### src/rtl/uart_hunt_pkg.sv
package uart_hunt_pkg;

    typedef enum logic [0:0] {
        ST_HUNT = 1'b0,
        ST_RUN  = 1'b1
    } rx_state_e;

    typedef enum logic [0:0] {
        RESUME_IDLE = 1'b0,
        RESUME_ADDR = 1'b1
    } resume_mode_e;

    typedef struct packed {
        logic vld;
        logic addr;
        logic idle;
        logic brk;
    } rx_evt_t;

    localparam int unsigned BRK_CNT_W_DEF = 16;

    // Exit condition of a hunt for the given mode and line event.
    function automatic logic hunt_exit(input resume_mode_e mode, input rx_evt_t ev);
        if (mode == RESUME_ADDR) return ev.vld && ev.addr;
        return ev.idle;
    endfunction

    // Next value of a saturating counter with clear priority.
    function automatic logic [BRK_CNT_W_DEF-1:0] sat_next(
        input logic [BRK_CNT_W_DEF-1:0] cur,
        input logic inc,
        input logic clr
    );
        if (clr) return '0;
        if (inc && (cur != {BRK_CNT_W_DEF{1'b1}})) return cur + 1'b1;
        return cur;
    endfunction

endpackage

### src/rtl/uart_hunt_fsm.sv
module uart_hunt_fsm
    import uart_hunt_pkg::*;
(
    input  logic         clk,
    input  logic         rst,
    input  resume_mode_e mode,
    input  logic         hunt_cmd,
    input  rx_evt_t      ev,
    output logic         hunting,
    output logic         acc,
    output logic         first,
    output logic         abort_p
);

    rx_state_e state_q, state_d;
    logic      in_msg_q, in_msg_d;
    logic      abort_q;
    logic      exit_now;

    always_comb begin
        exit_now = (state_q == ST_HUNT) && hunt_exit(mode, ev);
        acc = ev.vld && !hunt_cmd &&
              ((state_q == ST_RUN) || ((mode == RESUME_ADDR) && ev.addr));
        first = acc && !in_msg_q;

        state_d = state_q;
        if (hunt_cmd)      state_d = ST_HUNT;
        else if (exit_now) state_d = ST_RUN;

        in_msg_d = in_msg_q;
        if (hunt_cmd)     in_msg_d = 1'b0;
        else if (acc)     in_msg_d = 1'b1;
        else if (ev.idle) in_msg_d = 1'b0;
    end

    always_ff @(posedge clk) begin
        if (rst) begin
            state_q  <= ST_HUNT;
            in_msg_q <= 1'b0;
            abort_q  <= 1'b0;
        end else begin
            state_q  <= state_d;
            in_msg_q <= in_msg_d;
            abort_q  <= hunt_cmd && (state_q == ST_RUN) && in_msg_q;
        end
    end

    assign hunting = (state_q == ST_HUNT);
    assign abort_p = abort_q;

endmodule

### src/rtl/uart_hunt_brk.sv
module uart_hunt_brk
    import uart_hunt_pkg::*;
#(
    parameter int unsigned CNT_W = BRK_CNT_W_DEF
) (
    input  logic             clk,
    input  logic             rst,
    input  logic             hunting,
    input  logic             brk,
    input  logic             irq_clr,
    input  logic             cnt_clr,
    output logic             irq,
    output logic [CNT_W-1:0] cnt
);

    localparam logic [CNT_W-1:0] CNT_MAX = {CNT_W{1'b1}};

    logic             event_hit;
    logic [CNT_W-1:0] cnt_q;
    logic             irq_q;

    assign event_hit = hunting && brk;

    always_ff @(posedge clk) begin
        if (rst) begin
            cnt_q <= '0;
            irq_q <= 1'b0;
        end else begin
            if (cnt_clr)
                cnt_q <= '0;
            else if (event_hit && (cnt_q != CNT_MAX))
                cnt_q <= cnt_q + 1'b1;

            if (event_hit)    irq_q <= 1'b1;
            else if (irq_clr) irq_q <= 1'b0;
        end
    end

    assign cnt = cnt_q;
    assign irq = irq_q;

endmodule

### src/rtl/uart_hunt_ctrl.sv
module uart_hunt_ctrl
    import uart_hunt_pkg::*;
#(
    parameter int unsigned CNT_W = BRK_CNT_W_DEF
) (
    input  logic             clk,
    input  logic             rst,
    input  logic             resume_on_addr_i,
    input  logic             hunt_cmd_i,
    input  logic             char_vld_i,
    input  logic             char_addr_i,
    input  logic             idle_char_i,
    input  logic             break_i,
    input  logic             brk_irq_clr_i,
    input  logic             brk_cnt_clr_i,
    output logic             char_acc_o,
    output logic             char_first_o,
    output logic             abort_o,
    output logic             brk_irq_o,
    output logic [CNT_W-1:0] brk_cnt_o
);

    rx_evt_t      ev;
    resume_mode_e mode;
    logic         hunting;

    always_comb begin
        ev.vld  = char_vld_i;
        ev.addr = char_addr_i;
        ev.idle = idle_char_i;
        ev.brk  = break_i;
        mode    = resume_on_addr_i ? RESUME_ADDR : RESUME_IDLE;
    end

    uart_hunt_fsm u_fsm (
        .clk      (clk),
        .rst      (rst),
        .mode     (mode),
        .hunt_cmd (hunt_cmd_i),
        .ev       (ev),
        .hunting  (hunting),
        .acc      (char_acc_o),
        .first    (char_first_o),
        .abort_p  (abort_o)
    );

    uart_hunt_brk #(.CNT_W(CNT_W)) u_brk (
        .clk     (clk),
        .rst     (rst),
        .hunting (hunting),
        .brk     (ev.brk),
        .irq_clr (brk_irq_clr_i),
        .cnt_clr (brk_cnt_clr_i),
        .irq     (brk_irq_o),
        .cnt     (brk_cnt_o)
    );

endmodule

### config.mk
export PLATFORM = sky130hd
export DESIGN_NAME = uart_hunt_ctrl
export DESIGN_NICKNAME = d
export VERILOG_FILES = /design/src/rtl/uart_hunt_pkg.sv /design/src/rtl/uart_hunt_fsm.sv /design/src/rtl/uart_hunt_brk.sv /design/src/rtl/uart_hunt_ctrl.sv
export SDC_FILE = /design/constraint.sdc
export NUM_CORES = 1
export LEC_CHECK = 0
export ABC_AREA = 0
export BUFFER_PORTS_ARGS = -buffer_cell sky130_fd_sc_hd__buf_2
export CORE_UTILIZATION = 45
export DETAILED_ROUTE_END_ITERATION = 7
export GPL_TIMING_DRIVEN = 0
export PLACE_DENSITY_LB_ADDON = 0.3
export SETUP_SLACK_MARGIN = 0.15
export SLEW_MARGIN = 25
export SYNTH_ARGS = -nofsm -noshare
export SYNTH_HDL_FRONTEND = slang
export SYNTH_SLANG_ARGS = --single-unit
### constraint.sdc
create_clock -name clk -period 1.7 [get_ports clk]
set_input_delay 0.17 -clock clk [delete_from_list [all_inputs] [get_ports clk]]
set_output_delay 0.17 -clock clk [all_outputs]
set_load 0.05 [all_outputs]
==> impl_metrics.env <==
export IMPL_drt_iter0_drc=82
export IMPL_syn_area_sq_mm=0.00103
export IMPL_std_cell_rows=16
export IMPL_postSynthRegisterBits=20
export IMPL_outcome="finished, violations left"
export IMPL_post_drt_wl_per_cell_um=17.8
export IMPL_globalRouteOverflowTotal=0
export IMPL_synth_flop_cell="dfxtp_1"
export IMPL_routed_wirelength_um=3670
export IMPL_dieHeight_um=49.9
export IMPL_max_slew_worst_pin_slew_ns=0.594
export IMPL_clock_sinks=20
export IMPL_diodes=0
export IMPL_final_period_minus_worst_setup_slack_ns=1.74
export IMPL_cts_hold_buffers_added=0
export IMPL_ys_warnings_count=0
export IMPL_timing_critical_path_arrival_ns=2.00
export IMPL_final_core_utilization_pct=79.7
export IMPL_critical_path_max_fanout=5
export IMPL_number_of_distinct_library_cell_variants_in_the_gate_level_netlist_after_synthesis=36
export IMPL_design_core_area_sq_mm=0.00206
export IMPL_report_final_hold_viol_count=0
export IMPL_area_of_the_die_sq_mm=0.00249
export IMPL_setup_viol=5
export IMPL_die_width_um=49.9
export IMPL_antenna_found_initial=0
export IMPL_routed_top_layer="met4"
export IMPL_timing_critical_path_to_type="register"
export IMPL_insertion_delay_ns=0.32
export IMPL_worst_slew_margin_rel_pct=60.4
export IMPL_final_fill_count=133
export IMPL_routed_wl_met2_um=1710
export IMPL_final_max_slew_violation_count=0
export IMPL_postLayoutCellArea_sq_mm=0.00164
export IMPL_layout_worst_path_cycle_share_pct=102
export IMPL_finalWorstSetupSlack_ns=-0.0377
export IMPL_nets_in_the_synthesized_netlist=129
export IMPL_place_hpwl_um=1860
export IMPL_failed_checks="negative setup slack"
export IMPL_leakagePower_nw=0.739
export IMPL_synth_seq_area_share_pct=38.8
export IMPL_grt_pass1_vias=1142
export IMPL_tns_ns=-0.0946
export IMPL_cts_root_buffer_cell="clkbuf_4"
export IMPL_number_of_buffers_inserted_by_port_buffering=29
export IMPL_min_delay_path_class="input port to register"
export IMPL_htree_num_levels=1
export IMPL_synthArstFlopShare_pct=0
export IMPL_mostFrequentLayoutCell="buf_4"
export IMPL_finalWeightedCongestion=0.851
export IMPL_syn_to_final_growth_pct=59.5
export IMPL_drv_max_cap_violation_count=0
export IMPL_synth_enable_flop_cells=0
export IMPL_gr_usage_all_layers_pct=28.4
export IMPL_cts_made_buffers=3
export IMPL_power_density_mw_per_mm2=489
export IMPL_cts_tree="yes"
export IMPL_total_power_mw=0.805
export IMPL_skew_ns=0.00762
export IMPL_starting_utilization_of_the_core_area_pct=50.0
export IMPL_most_common_layout_cells="buf_4, buf_2, dfxtp_4"
export IMPL_cp_data_required_time_ns=1.96
export IMPL_synth_area_per_cell_sq_um=8.74
export IMPL_grt_first_pass_wirelength_um=5270
export IMPL_clk_path_buf_depth=2
export IMPL_final_layout_size_suffix_gt1_share_pct=56.4
export IMPL_drtPass1Iterations=4
export IMPL_worst_setup_hold_path_clk_slew_ns=0.12
export IMPL_placed_area_sq_mm=0.00128
export IMPL_route_met3_wl_um=320
export IMPL_achievable_frequency_ghz=0.575
export IMPL_maximum_number_of_pins_on_one_net_before_global_route_repair=12
export IMPL_critPathLaunchType="register"
export IMPL_r2r_setup_slack_ns=-0.04
export IMPL_syn_instance_count=118
export IMPL_drc_violations_left=0
export IMPL_start_to_end_type_of_the_worst_setup_path="register to register"
export IMPL_antenna_left=0
export IMPL_max_vdd_ir_drop_mv=0.524
export IMPL_route_layer_met1_wl_um=1450
export IMPL_final_net_count=191
export IMPL_rsz0062_at_grt="yes"
export IMPL_drt_vias_per_instance=6.38
export IMPL_pin_count=30
export IMPL_dr_total_vias=1314
[power by group]
part	switching [mW]	total (mW)	internal, mW
registers	0.00455	0.461	0.456
clock network	0.163	0.255	0.0921
logic	0.0568	0.0889	0.0321
[cells in the mapped netlist, types with 2 or more instances]
cell type  count  area (sq um)
inv_1          2          7.51
a21oi_1       11          55.1
o2111ai_1      2          17.5
nor2b_1        2          12.5
o31ai_1        7          52.6
or4_1          8          60.1
and4_1         2          17.5
nor2_1         4          15.0
nand3_1        4          20.0
nor4_1         2          12.5
o21ai_0        3          15.0
nand2b_1       3          18.8
nand4_1        5          31.3
clkbuf_1       2          7.51
and4b_1        2          20.0
dfxtp_1       20           400
or2_2          2          12.5
or3_1          4          25.0
nor3_1         6          30.0
nand2_1       10          37.5
mux2i_1        2          20.0
[kinds of logic after synthesis]
kind of cell	synth area share [%]
mux	1.94
fa+ha+maj	1.21
flops	38.8
buf+inv	1.94
xor+xnor	0.850
compound gates	18.2
simple gates	37.0
[worst max-delay path, stage by stage, from the launching register on]
cell and delay [ns]:
dfxtp_4 0.38, ha_4 0.15, nand4_1 0.15, buf_4 0.16, nor4_4 0.05, buf_4 0.15
or4_1 0.48, a21oi_1 0.14
[per-layer routing]
layer / GRT usage, % / vias up
met5: 0 / -
met4: 17.6 / 0
met3: 4.32 / 24
met2: 45.7 / 91
met1: 35.2 / 614
li1: - / 585
[path summary, 6_finish.rpt]
path / startpoint / to / cells after the start
hold reg to reg: u_brk.irq$_SDFFE_PP0P_ / u_brk.irq$_SDFFE_PP0P_ / 2
setup reg to reg: u_brk.cnt[1]$_SDFFE_PP0P_ / u_brk.cnt[3]$_SDFFE_PP0P_ / 7
setup / recovery: u_brk.cnt[1]$_SDFFE_PP0P_ / u_brk.cnt[3]$_SDFFE_PP0P_ / 7
hold / removal: hunt_cmd_i / u_fsm.state_q$_SDFFE_PP0P_ / 2
[stage by stage]
| stage | instances | setup WS (ns) | hold slack, ns |
|---|---|---|---|
| after CTS | 197 | -0.0126 | 0.0682 |
| after global routing | 206 | -0.0651 | 0.0733 |
| after floorplan | 118 | -0.101 | 0.239 |
| final | 206 | -0.0377 | 0.0572 |
| after detailed placement | 174 | -0.103 | 0.415 |
| after global placement | 174 | -0.0923 | 0.404 |
[registers in the layout, indices dropped and copies added (netlist names)]
| name | flops |
|---|---|
| u_fsm.state_q | 1 |
| u_brk.irq | 1 |
| u_fsm.abort_p | 1 |
| u_fsm.in_msg_q | 1 |
| u_brk.cnt | 16 |
[timing repair]
action	in CTS	in global routing
gates resized for setup	9	25
pin swaps	15	14
cloned	0	1
endpoints found under the setup margin	14	18
buffers inserted	19	8
[layout make-up]
| cell class | count | area (sq um) | area share [%] |
|---|---|---|---|
| multi-input cells | 93 | 742 | 45.1 |
| clock buffers | 4 | 26.3 | 1.60 |
| repair buffers | 57 | 364 | 22.1 |
| inverters | 2 | 7.51 | 0.457 |
| plain buffers | 3 | 18.8 | 1.14 |
| well taps | 27 | 33.8 | 2.05 |
| flip-flops and latches | 20 | 452 | 27.5 |
No activity file was read; power rests on OpenSTA's default activity.
